## config.mk

```make
export PLATFORM = sky130hd
export DESIGN_NAME = c2w_translator
export DESIGN_NICKNAME = d
export VERILOG_FILES = /design/src/rtl/c2w_pkg.sv /design/src/rtl/c2w_classify.sv /design/src/rtl/c2w_dp_enc.sv /design/src/rtl/c2w_br_enc.sv /design/src/rtl/c2w_translator.sv
export SDC_FILE = /design/constraint.sdc
export NUM_CORES = 1
export LEC_CHECK = 0
export BUFFER_PORTS_ARGS = -buffer_cell sky130_fd_sc_hd__buf_2
export CAP_MARGIN = 20
export CORE_MARGIN = 5
export CORE_UTILIZATION = 40
export DETAILED_ROUTE_END_ITERATION = 12
export PLACE_DENSITY = 0.79
export SYNTH_ARGS = -nofsm -noshare
export SYNTH_HDL_FRONTEND = slang
export SYNTH_SLANG_ARGS = --single-unit
export TNS_END_PERCENT = 5
```

## constraint.sdc

```tcl
create_clock -name vclk -period 1.7
set_input_delay 0.255 -clock vclk [all_inputs]
set_output_delay 0.255 -clock vclk [all_outputs]
set_load 0.005 [all_outputs]
```

## src/rtl/c2w_pkg.sv

```systemverilog
package c2w_pkg;
    localparam int CW = 16;
    localparam int WW = 32;
    localparam int OFFW = 24;
    localparam logic [3:0] COND_AL = 4'hE;

    localparam logic [3:0] OPC_MOV = 4'b1101;
    localparam logic [3:0] OPC_CMP = 4'b1010;
    localparam logic [3:0] OPC_ADD = 4'b0100;
    localparam logic [3:0] OPC_SUB = 4'b0010;

    typedef enum logic [2:0] {
        F_UNDEF, F_ADDSUB, F_SHIFT, F_IMM8, F_BCOND, F_BRANCH, F_SWI
    } fmt_e;

    typedef struct packed {
        logic [3:0]  opc;
        logic        imm;
        logic [3:0]  rn;
        logic [3:0]  rd;
        logic [11:0] op2;
    } dp_t;

    function automatic logic [WW-1:0] dp_word(input dp_t d);
        return {COND_AL, 2'b00, d.imm, d.opc, 1'b1, d.rn, d.rd, d.op2};
    endfunction

    function automatic logic is_dp(input fmt_e f);
        return (f == F_ADDSUB) || (f == F_SHIFT) || (f == F_IMM8);
    endfunction
endpackage

```

## src/rtl/c2w_classify.sv

```systemverilog
module c2w_classify
    import c2w_pkg::*;
(
    input  logic [7:0] hi_i,
    output fmt_e       fmt_o
);
    always_comb begin
        if (hi_i[7:3] == 5'b00011)
            fmt_o = F_ADDSUB;
        else if (hi_i[7:5] == 3'b000)
            fmt_o = F_SHIFT;
        else if (hi_i[7:5] == 3'b001)
            fmt_o = F_IMM8;
        else if (hi_i[7:4] == 4'b1101) begin
            if (hi_i[3:0] == 4'hF)
                fmt_o = F_SWI;
            else if (hi_i[3:0] == 4'hE)
                fmt_o = F_UNDEF;
            else
                fmt_o = F_BCOND;
        end
        else if (hi_i[7:3] == 5'b11100)
            fmt_o = F_BRANCH;
        else
            fmt_o = F_UNDEF;
    end
endmodule

```

## src/rtl/c2w_dp_enc.sv

```systemverilog
module c2w_dp_enc
    import c2w_pkg::*;
(
    input  logic [12:0]   bits_i,
    input  fmt_e          fmt_i,
    output logic [WW-1:0] word_o
);
    dp_t d;

    always_comb begin
        d = '0;
        case (fmt_i)
            F_IMM8: begin
                d.imm = 1'b1;
                d.op2 = {4'h0, bits_i[7:0]};
                case (bits_i[12:11])
                    2'b00: begin
                        d.opc = OPC_MOV;
                        d.rd  = {1'b0, bits_i[10:8]};
                    end
                    2'b01: begin
                        d.opc = OPC_CMP;
                        d.rn  = {1'b0, bits_i[10:8]};
                    end
                    2'b10: begin
                        d.opc = OPC_ADD;
                        d.rn  = {1'b0, bits_i[10:8]};
                        d.rd  = {1'b0, bits_i[10:8]};
                    end
                    default: begin
                        d.opc = OPC_SUB;
                        d.rn  = {1'b0, bits_i[10:8]};
                        d.rd  = {1'b0, bits_i[10:8]};
                    end
                endcase
            end
            F_ADDSUB: begin
                d.opc = bits_i[9] ? OPC_SUB : OPC_ADD;
                d.imm = bits_i[10];
                d.rn  = {1'b0, bits_i[5:3]};
                d.rd  = {1'b0, bits_i[2:0]};
                d.op2 = {9'b0, bits_i[8:6]};
            end
            F_SHIFT: begin
                d.opc = OPC_MOV;
                d.rd  = {1'b0, bits_i[2:0]};
                d.op2 = {bits_i[10:6], bits_i[12:11], 1'b0, 1'b0, bits_i[5:3]};
            end
            default: ;
        endcase
        word_o = dp_word(d);
    end

    // Data-processing words never touch the high register bank.
    always_comb begin
        if (is_dp(fmt_i))
            AST_DP_LOW_REGS: assert (word_o[19] == 1'b0 && word_o[15] == 1'b0)
                else $error("high register in dp word");
    end
endmodule

```

## src/rtl/c2w_br_enc.sv

```systemverilog
module c2w_br_enc
    import c2w_pkg::*;
(
    input  logic [11:0]   bits_i,
    input  fmt_e          fmt_i,
    output logic [WW-1:0] word_o,
    output logic          unrep_o
);
    logic [OFFW-1:0] off_c;
    logic [OFFW-1:0] off_u;

    always_comb begin
        off_c = {{(OFFW-7){bits_i[7]}}, bits_i[7:1]};
        off_u = {{(OFFW-10){bits_i[10]}}, bits_i[10:1]};
        word_o  = '0;
        unrep_o = 1'b0;
        case (fmt_i)
            F_BCOND: begin
                word_o  = {bits_i[11:8], 4'b1010, off_c};
                unrep_o = bits_i[0];
            end
            F_BRANCH: begin
                word_o  = {COND_AL, 4'b1010, off_u};
                unrep_o = bits_i[0];
            end
            F_SWI: word_o = {COND_AL, 4'hF, 16'h0, bits_i[7:0]};
            default: ;
        endcase
    end

    // The top offset bit must agree with the sign bit of the short offset.
    always_comb begin
        if (fmt_i == F_BCOND)
            AST_BCOND_SIGN: assert (word_o[23] == bits_i[7])
                else $error("bad cond offset sign");
        if (fmt_i == F_BRANCH)
            AST_BRANCH_SIGN: assert (word_o[23] == bits_i[10])
                else $error("bad branch offset sign");
    end
endmodule

```

## src/rtl/c2w_translator.sv

```systemverilog
module c2w_translator
    import c2w_pkg::*;
(
    input  logic [15:0] instr_i,
    output logic [31:0] word_o,
    output logic        valid_o,
    output logic        undef_o
);
    fmt_e          fmt;
    logic [WW-1:0] dp_w;
    logic [WW-1:0] br_w;
    logic          unrep;

    c2w_classify u_cls (
        .hi_i  (instr_i[15:8]),
        .fmt_o (fmt)
    );

    c2w_dp_enc u_dp (
        .bits_i (instr_i[12:0]),
        .fmt_i  (fmt),
        .word_o (dp_w)
    );

    c2w_br_enc u_br (
        .bits_i  (instr_i[11:0]),
        .fmt_i   (fmt),
        .word_o  (br_w),
        .unrep_o (unrep)
    );

    always_comb begin
        undef_o = (fmt == F_UNDEF) || unrep;
        valid_o = !undef_o;
        if (undef_o)
            word_o = '0;
        else if (is_dp(fmt))
            word_o = dp_w;
        else
            word_o = br_w;
    end

    always_comb begin
        AST_VALID_EXCL: assert (valid_o != undef_o)
            else $error("valid/undef clash");
        if (undef_o)
            AST_UNDEF_ZERO: assert (word_o == '0)
                else $error("undefined word not zero");
        if (valid_o && fmt != F_BCOND)
            AST_COND_ALWAYS: assert (word_o[31:28] == COND_AL)
                else $error("condition not always");
        if (valid_o && is_dp(fmt))
            AST_S_FORCED: assert (word_o[20] && word_o[27:26] == 2'b00)
                else $error("S bit not forced");
    end
endmodule

```

Word level (Yosys, flattened, before mapping)

Cells that the tools add are included.

Bits in registers: 0

Muxes and demuxes: 18
Equal/unequal tests: 14
Reduce and logical (&&, ||, !) cells: 8

Operators with widths:

| kind                                                             | count |
|---|---|
| 32-bit case mux with 3 select lines                              | 1 |
| 32-bit 2-to-1 mux                                                | 2 |
| 15-bit case mux with 3 select lines                              | 1 |
| 3-bit 2-to-1 mux                                                 | 10 |
| 4-bit case mux with 3 select lines                               | 2 |
| 4-bit == test (second input constant)                            | 3 |
| 5-bit case mux with 2 select lines                               | 1 |
| 3-bit == test (second input constant)                            | 3 |
| 3-bit by 1-bit == test with 1-bit output (second input constant) | 2 |
| 3-bit by 2-bit == test with 1-bit output (second input constant) | 2 |
| 3-bit logical NOT                                                | 2 |
| 5-bit by 2-bit == test with 1-bit output (second input constant) | 1 |
| 5-bit == test (second input constant)                            | 1 |
| 1-bit logical OR                                                 | 3 |
| 2-bit by 1-bit == test with 1-bit output (second input constant) | 1 |
| 2-bit == test (second input constant)                            | 1 |
| 2-bit logical NOT                                                | 1 |
| 2-bit OR reduction                                               | 1 |
| 1-bit logical NOT                                                | 1 |
| 1-bit 2-to-1 mux                                                 | 1 |

Logic depth before layout (Yosys ltp)

Gate-level depths: netlist (run 1).

Depth in word-level cells: 12
Depth in mapped cells: 7
Gate-level depth less buffers: 4

Modules after synthesis

A second synthesis (run 1) with hierarchy kept.

Cell total of the unflattened synthesis: 243
Area total of the unflattened synthesis: 1587.8 µm²

By module, submodules not included:

| module         | instances | cells each | area an instance (µm²) |
|---|---|---|---|
| c2w_translator | 1         | 115        | 650.6 |
| c2w_dp_enc     | 1         | 66         | 486.7 |
| c2w_br_enc     | 1         | 51         | 372.9 |
| c2w_classify   | 1         | 11         | 77.6 |

Least setup slack after synthesis (run 1)

Ideal clock, no wire load.

Kind: input to output
Start: input port instr_i[12]
End: output port word_o[19]
Slack: 0.150 ns
Path buffers: 3
Required time: 1.445 ns
Stages: 7
Data arrival time: 1.295 ns
Cell sequence: buf_2 and4b_4 nand4_1 a21o_1 buf_2 inv_1 buf_4

Longest elaborated chain between the ends: 11

RTL lines:

| item                                                             | RTL line                                   | source |
|---|---|---|
| from (decl)                                                      | c2w_translator.sv:4                        | `input logic [15:0] instr_i,` |
| 5-bit == test                                                    | c2w_classify.sv:22                         | `else if (hi_i[7:3] == 5'b11100)` |
| 3-bit 2-to-1 mux                                                 | c2w_classify.sv:22                         |  |
| 3-bit 2-to-1 mux                                                 | c2w_classify.sv:14                         | `else if (hi_i[7:4] == 4'b1101) begin` |
| 3-bit 2-to-1 mux                                                 | c2w_classify.sv:12                         | `else if (hi_i[7:5] == 3'b001)` |
| 3-bit 2-to-1 mux                                                 | c2w_classify.sv:10                         | `else if (hi_i[7:5] == 3'b000)` |
| 3-bit 2-to-1 mux (*)                                             | c2w_classify.sv:8                          | `if (hi_i[7:3] == 5'b00011)` |
| 3-bit == test, or another cell as far along                      | --                                         |  |
| 2-bit OR reduction (no line) or 1-bit logical OR (tied branches) | --                                         |  |
| 1-bit 2-to-1 mux or 1-bit logical OR (tied branches)             | --                                         |  |
| 1-bit logical OR or 32-bit 2-to-1 mux (tied branches)            | c2w_translator.sv:33, c2w_translator.sv:37 |  |
| 32-bit 2-to-1 mux (*)                                            | c2w_translator.sv:35                       | `if (undef_o)` |
| to (decl)                                                        | c2w_translator.sv:5                        | `output logic [31:0] word_o,` |

Mark *: on every way between the ends. The rest lies on a longest branch, timed or not.

Worst setup path after layout (run 1)

Start: input port instr_i[15]
End: output port word_o[7]

The elaborated chain is that of the path after synthesis.

==> reports/qor.yml, run 1 <==
global_routing:
  grt_pass1_wl_um: 4110
  grt_antenna_before_repair: 0
  grt_max_degree: 26
  overflow: 0
  grt.total_usage_pct: 19.1
  grt_pass1_vias: 981
die:
  coreArea_mm2: 0.00169
  chipHeight_um: 51.6
  ios: 50
  fp-row-count: 15
  fp.dieW_um: 51.6
  initial_core_util_pct: 41.0
  dieArea_mm2: 0.00266
sta:
  setup_viol: 0
  hold_viol: 0
  final_max_slew_viol_count: 0
  worstMarginPinSlew_ps: 272
  min_period_ps: 1640
  max_freq_mhz: 611
  max_slew_margin_pct: 81.8
  rsz0062_at_grt: "yes"
  period_share_pct: 96.3
  tns_ps: 0
final_layout:
  layout.nets: 182
  seq_cells: 0
  final_cell_mix: "buf_2, nand2_1, o21ai_0"
  area_growth_pct: 45.8
  regArea_um2: 0
  antenna_cells: 0
  layout-drive-gt1-share_pct: 42.7
  fin_util_pct: 59.7
  clock_buffers: 0
  finalNonFillerCells: 181
  layout.cells.most_common: "buf_2"
setup_path:
  cp_data_arrival_time_ps: 1380
  critical_path_class: "in -> out"
  path_cells: "buf_2 > or2_2 > buf_4 > nand3_1 > o21ai_4 > o22ai_1 > buf_2"
  worstPathRequired_ps: 1440
  cp-startpoint: "instr_i[15]"
  cp.buffers_inverters: 3
  slowest_stage: "or2_2"
  path_max_fanout: 9
  max_stage_delay_ps: 300
  crit_path_start_kind: "input pin"
  path_delay_family: "simple AND/OR/NAND/NOR gates"
  endpoint_kind: "output pin"
  crit_path_frequent_cell: "buf_2"
status:
  status: "finished, final reports clean"
power:
  p_leak_nw: 0.593
  power_density_mw_per_mm2: 213
  ir_drop_mv: 0.122
route:
  drc: 0
  firstDrtPassIters: 4
  vias: 1084
  drt_iter0_markers: 37
  avgRoutedWirePerCell_um: 14.2
  wirelength_um: 2580
  viasPerCell: 5.99
  drtAntennaViolNets: 0
place:
  numPlacedInstances: 181
  gp_congestion: 0.884
  port_buffers: 50
  dp_hpwl_um: 2070
logic_synthesis:
  syn_inst: 113
  synth.largest_area_cell: "nand2_1"
  synth_top_area_share_pct: 10.3
  syn-num-nets: 129
  synth_top_cells_by_area: "nand2_1, o21ai_0, a22oi_1"
  ys_seq_area_share_pct: 0
  syn_area_per_cell_um2: 6.12
  synth_warnings: 0
  synth.distinct_cells: 34
  synth_area_um2: 692
min_path:
  min_path_type: "in -> out"
  hp-start: "instr_i[4]"
run:
  maxCapViolCount: 0
## metal layers
layer	vias to the layer above	routed length [um]	track usage [%]
met3	3	246	1.72
met4	0	12	4.80
met5	-	0	0
met1	491	1080	23.9
met2	63	1230	34.5
li1	527	-	-
## worst paths after layout
check  slack (ps)   endpoint  depth (start not counted)
max            60  word_o[7]                          7
min           850  word_o[3]                          3
## worst min-delay path, stage by stage
cell    delay (ps)
buf_2          110
a22o_1         120
buf_2          100
## stage by stage
stage               area (um^2)  power, mW  setup slack, ps  hold slack [ps]
finish                     1010      0.215             62.1              848
detailed placement          988      0.209            -8.14              852
global route               1010      0.237            -27.2              874
global placement            988      0.204             22.4              846
floorplan                   692      0.111              150              599
CTS                         990      0.210            0.439              852
## cell families (layout without fill, tap and decap cells)
kind of cell    count (synthesis)  in the layout  share of synthesized area, %
simple gates                   46             46                          37.8
buf+inv                        12             63                          9.40
mux                             3              3                          4.34
compound gates                 52             52                          48.5
## final cells by class
cell class / instances / area, um^2
fillers: 169 / 681
inverters: 2 / 7.51
multi-input cells: 101 / 647
well taps: 17 / 21.3
repair buffers: 61 / 333
## timing repair
action                                  4_1_cts  5_1_grt
buffers inserted                              0        0
pin swaps                                     0        1
gates resized for setup                       1        7
endpoints found under the setup margin        1       18
hold buffers                                  0        0
## report_power, final
group,switching (mW),internal [mW],total (mW)
logic,0.115,0.100,0.215
clock network,0,0,0
registers,0,0,0
## cell usage after synthesis
cell type  count
and4b_1        1
a21boi_0       1
a22oi_1        9
nor2b_1        3
and2b_1        1
nand4_1        1
or2_2          1
and3b_1        2
a21oi_1        8
and2_1         4
o21a_1         1
and3_1         2
clkbuf_1       3
nor3_4         1
o21ai_2        1
o22ai_1        3
a31oi_1        4
buf_4          2
clkbuf_2       1
nor2_1         3
buf_2          3
nor3b_1        1
o2bb2ai_1      3
a22o_1         3
mux2i_1        3
nand3_1        4
and4b_4        1
and3_4         1
a21o_1         5
buf_6          1
inv_1          2
nand2_1       19
nand2b_1       1
o21ai_0       14
No activity file was read; power rests on OpenSTA's default activity.
==> run 2: changes to the inputs <==
--- a/config.mk
+++ b/config.mk
@@ -10,6 +10,7 @@
 export CORE_MARGIN = 5
 export CORE_UTILIZATION = 40
 export DETAILED_ROUTE_END_ITERATION = 12
+export MAX_ROUTING_LAYER = met4
 export PLACE_DENSITY = 0.79
 export SYNTH_ARGS = -nofsm -noshare
 export SYNTH_HDL_FRONTEND = slang
==> run 2 against run 1 <==
Routed wire length fell by 0.50%. Maximum frequency fell by 0.36%. Global-route usage rose by 0.43 points. Critical path depth did not move. Die area did not move. Worst setup slack got worse by 5.8 ps. Core utilization did not move. Clock-buffer cell count did not move. Via count fell by 0.46%. Critical path type unchanged. Highest routed layer unchanged.
==> reports/qor.yml, run 2 (synthesized netlist as in run 1, its figures left out) <==
clocking:
  postCtsSetupRepairBufs: 0  # unchanged
die:
  chipHeight_um: 51.6  # unchanged
  ios: 50  # unchanged
  initial_core_util_pct: 41.0  # unchanged
  fp.dieW_um: 51.6  # unchanged
  dieArea_mm2: 0.00266  # unchanged
  coreArea_mm2: 0.00169  # unchanged
  fp-row-count: 15  # unchanged
setup_path:
  critical_path_class: "in -> out"  # unchanged
  cp_data_arrival_time_ps: 1390  # was 1380 ps
  path_depth: 7  # unchanged
  crit_path_start_kind: "input pin"  # unchanged
  slowest_stage: "or2_2"  # unchanged
  path_max_fanout: 9  # unchanged
  max_stage_delay_ps: 300  # about the same
  endpoint_kind: "output pin"  # unchanged
  crit_path_frequent_cell: "buf_2"  # unchanged
  endpoint: "word_o[7]"  # unchanged
  cp-startpoint: "instr_i[15]"  # unchanged
  worstPathRequired_ps: 1440  # about the same
  cp.buffers_inverters: 3  # unchanged
  path_delay_family: "simple AND/OR/NAND/NOR gates"  # unchanged
  path_cells: "buf_2 > or2_2 > buf_4 > nand3_1 > o21ai_4 > o22ai_1 > buf_2"  # unchanged
global_routing:
  overflow: 0  # unchanged
  grt_max_degree: 26  # unchanged
  grt_pass1_wl_um: 4110  # about the same
  grt_pass1_vias: 977  # was 981
  grt_antenna_before_repair: 0  # unchanged
  grt.total_usage_pct: 19.5  # was 19.1%
sta:
  hold_viol: 0  # unchanged
  worstMarginPinSlew_ps: 279  # was 272 ps
  setup_viol: 0  # unchanged
  final_max_slew_viol_count: 0  # unchanged
  max_slew_margin_pct: 81.3  # was 81.8%
  rsz0062_at_grt: "yes"  # unchanged
  min_period_ps: 1640  # about the same
  max_freq_mhz: 608  # was 611 MHz
  holdWs_ps: 846  # was 848 ps
  period_share_pct: 96.7  # was 96.3%
place:
  dp_hpwl_um: 2070  # unchanged
  numPlacedInstances: 181  # unchanged
  gp_congestion: 0.898  # was 0.884
  port_buffers: 50  # unchanged
power:
  combPwrFrac_pct: 100.0  # about the same
  p_clk_share_pct: 0  # about the same
  p_sw_uw: 115  # about the same
  p_leak_nw: 0.593  # unchanged
  switching_share_pct: 53.4  # about the same
  power.internal_uw: 100  # about the same
  ir_drop_mv: 0.123  # was 0.122 mV
  seq_power_share_pct: 0  # about the same
  power_density_mw_per_mm2: 213  # about the same
final_layout:
  seq_cells: 0  # unchanged
  antenna_cells: 0  # unchanged
  layout.nets: 182  # unchanged
  area_growth_pct: 45.8  # unchanged
  layout.cells.most_common: "buf_2"  # unchanged
  finalNonFillerCells: 181  # unchanged
  n_fill_cell: 169  # unchanged
  layout-drive-gt1-share_pct: 42.7  # unchanged
  final_cell_mix: "buf_2, nand2_1, o21ai_0"  # unchanged
  clock_buffers: 0  # unchanged
  regArea_um2: 0  # unchanged
route:
  wirelength_um: 2560  # was 2580 um
  firstDrtPassIters: 4  # unchanged
  drc: 0  # unchanged
  vias: 1079  # was 1084
  avgRoutedWirePerCell_um: 14.2  # about the same
  drt_iter0_markers: 36  # was 37
  viasPerCell: 5.96  # was 5.99
  drtAntennaViolNets: 0  # unchanged
min_path:
  min_path_type: "in -> out"  # unchanged
status:
  status: "finished, final reports clean"  # unchanged
run:
  maxCapViolCount: 0  # unchanged
## run 2: timing repair
action                                 in CTS  in global routing
pin swaps                                   0                  1
resized for setup                           1                  7
hold buffers                                0                  0
setup endpoints to repair                   1                 18
endpoints found under the hold margin       0                  0
## run 2: worst min-delay path by stage
stage,startpoint,end,slack (ps),cells past startpoint
3_5_place_dp,instr_i[4],word_o[3],850,3
5_1_grt,instr_i[4],word_o[4],870,3
4_1_cts,instr_i[4],word_o[3],850,3
6_report,instr_i[4],word_o[3],850,3
3_3_place_gp,instr_i[4],word_o[3],850,3
2_1_floorplan,instr_i[9],word_o[10],600,2
## run 2: power groups by stage
stage               registers (mW)  logic, mW  clock network (mW)
finish                           0      0.215                   0
global route                     0      0.237                   0
CTS                              0      0.210                   0
detailed placement               0      0.209                   0
global placement                 0      0.204                   0
floorplan                        0      0.111                   0
## run 2: metrics by stage
step                utilization, %  cell area, um^2  TNS, ps  power [mW]  setup WS (ps)
finish                        59.7             1010        0       0.215           56.3
global placement              58.5              988        0       0.204           22.4
floorplan                        -              692        0       0.111            150
detailed placement            58.5              988    -8.14       0.209          -8.14
global route                  59.7             1010    -80.0       0.237          -27.5
CTS                           58.6              990        0       0.210          0.439
## run 2: final cells by class
class,count,area (um^2),area share (%)
multi-input cells,101,647,64.1
inverters,2,7.51,0.744
repair buffers,61,333,33.0
well taps,17,21.3,2.11
## run 2: layer usage
metal	global-route usage (%)	share of wire, %	vias to the layer above
met3	1.43	8.7	5
li1	-	-	530
met4	4.80	0.90	0
met5	-	0	-
met1	24.1	43	488
met2	34.3	48	56
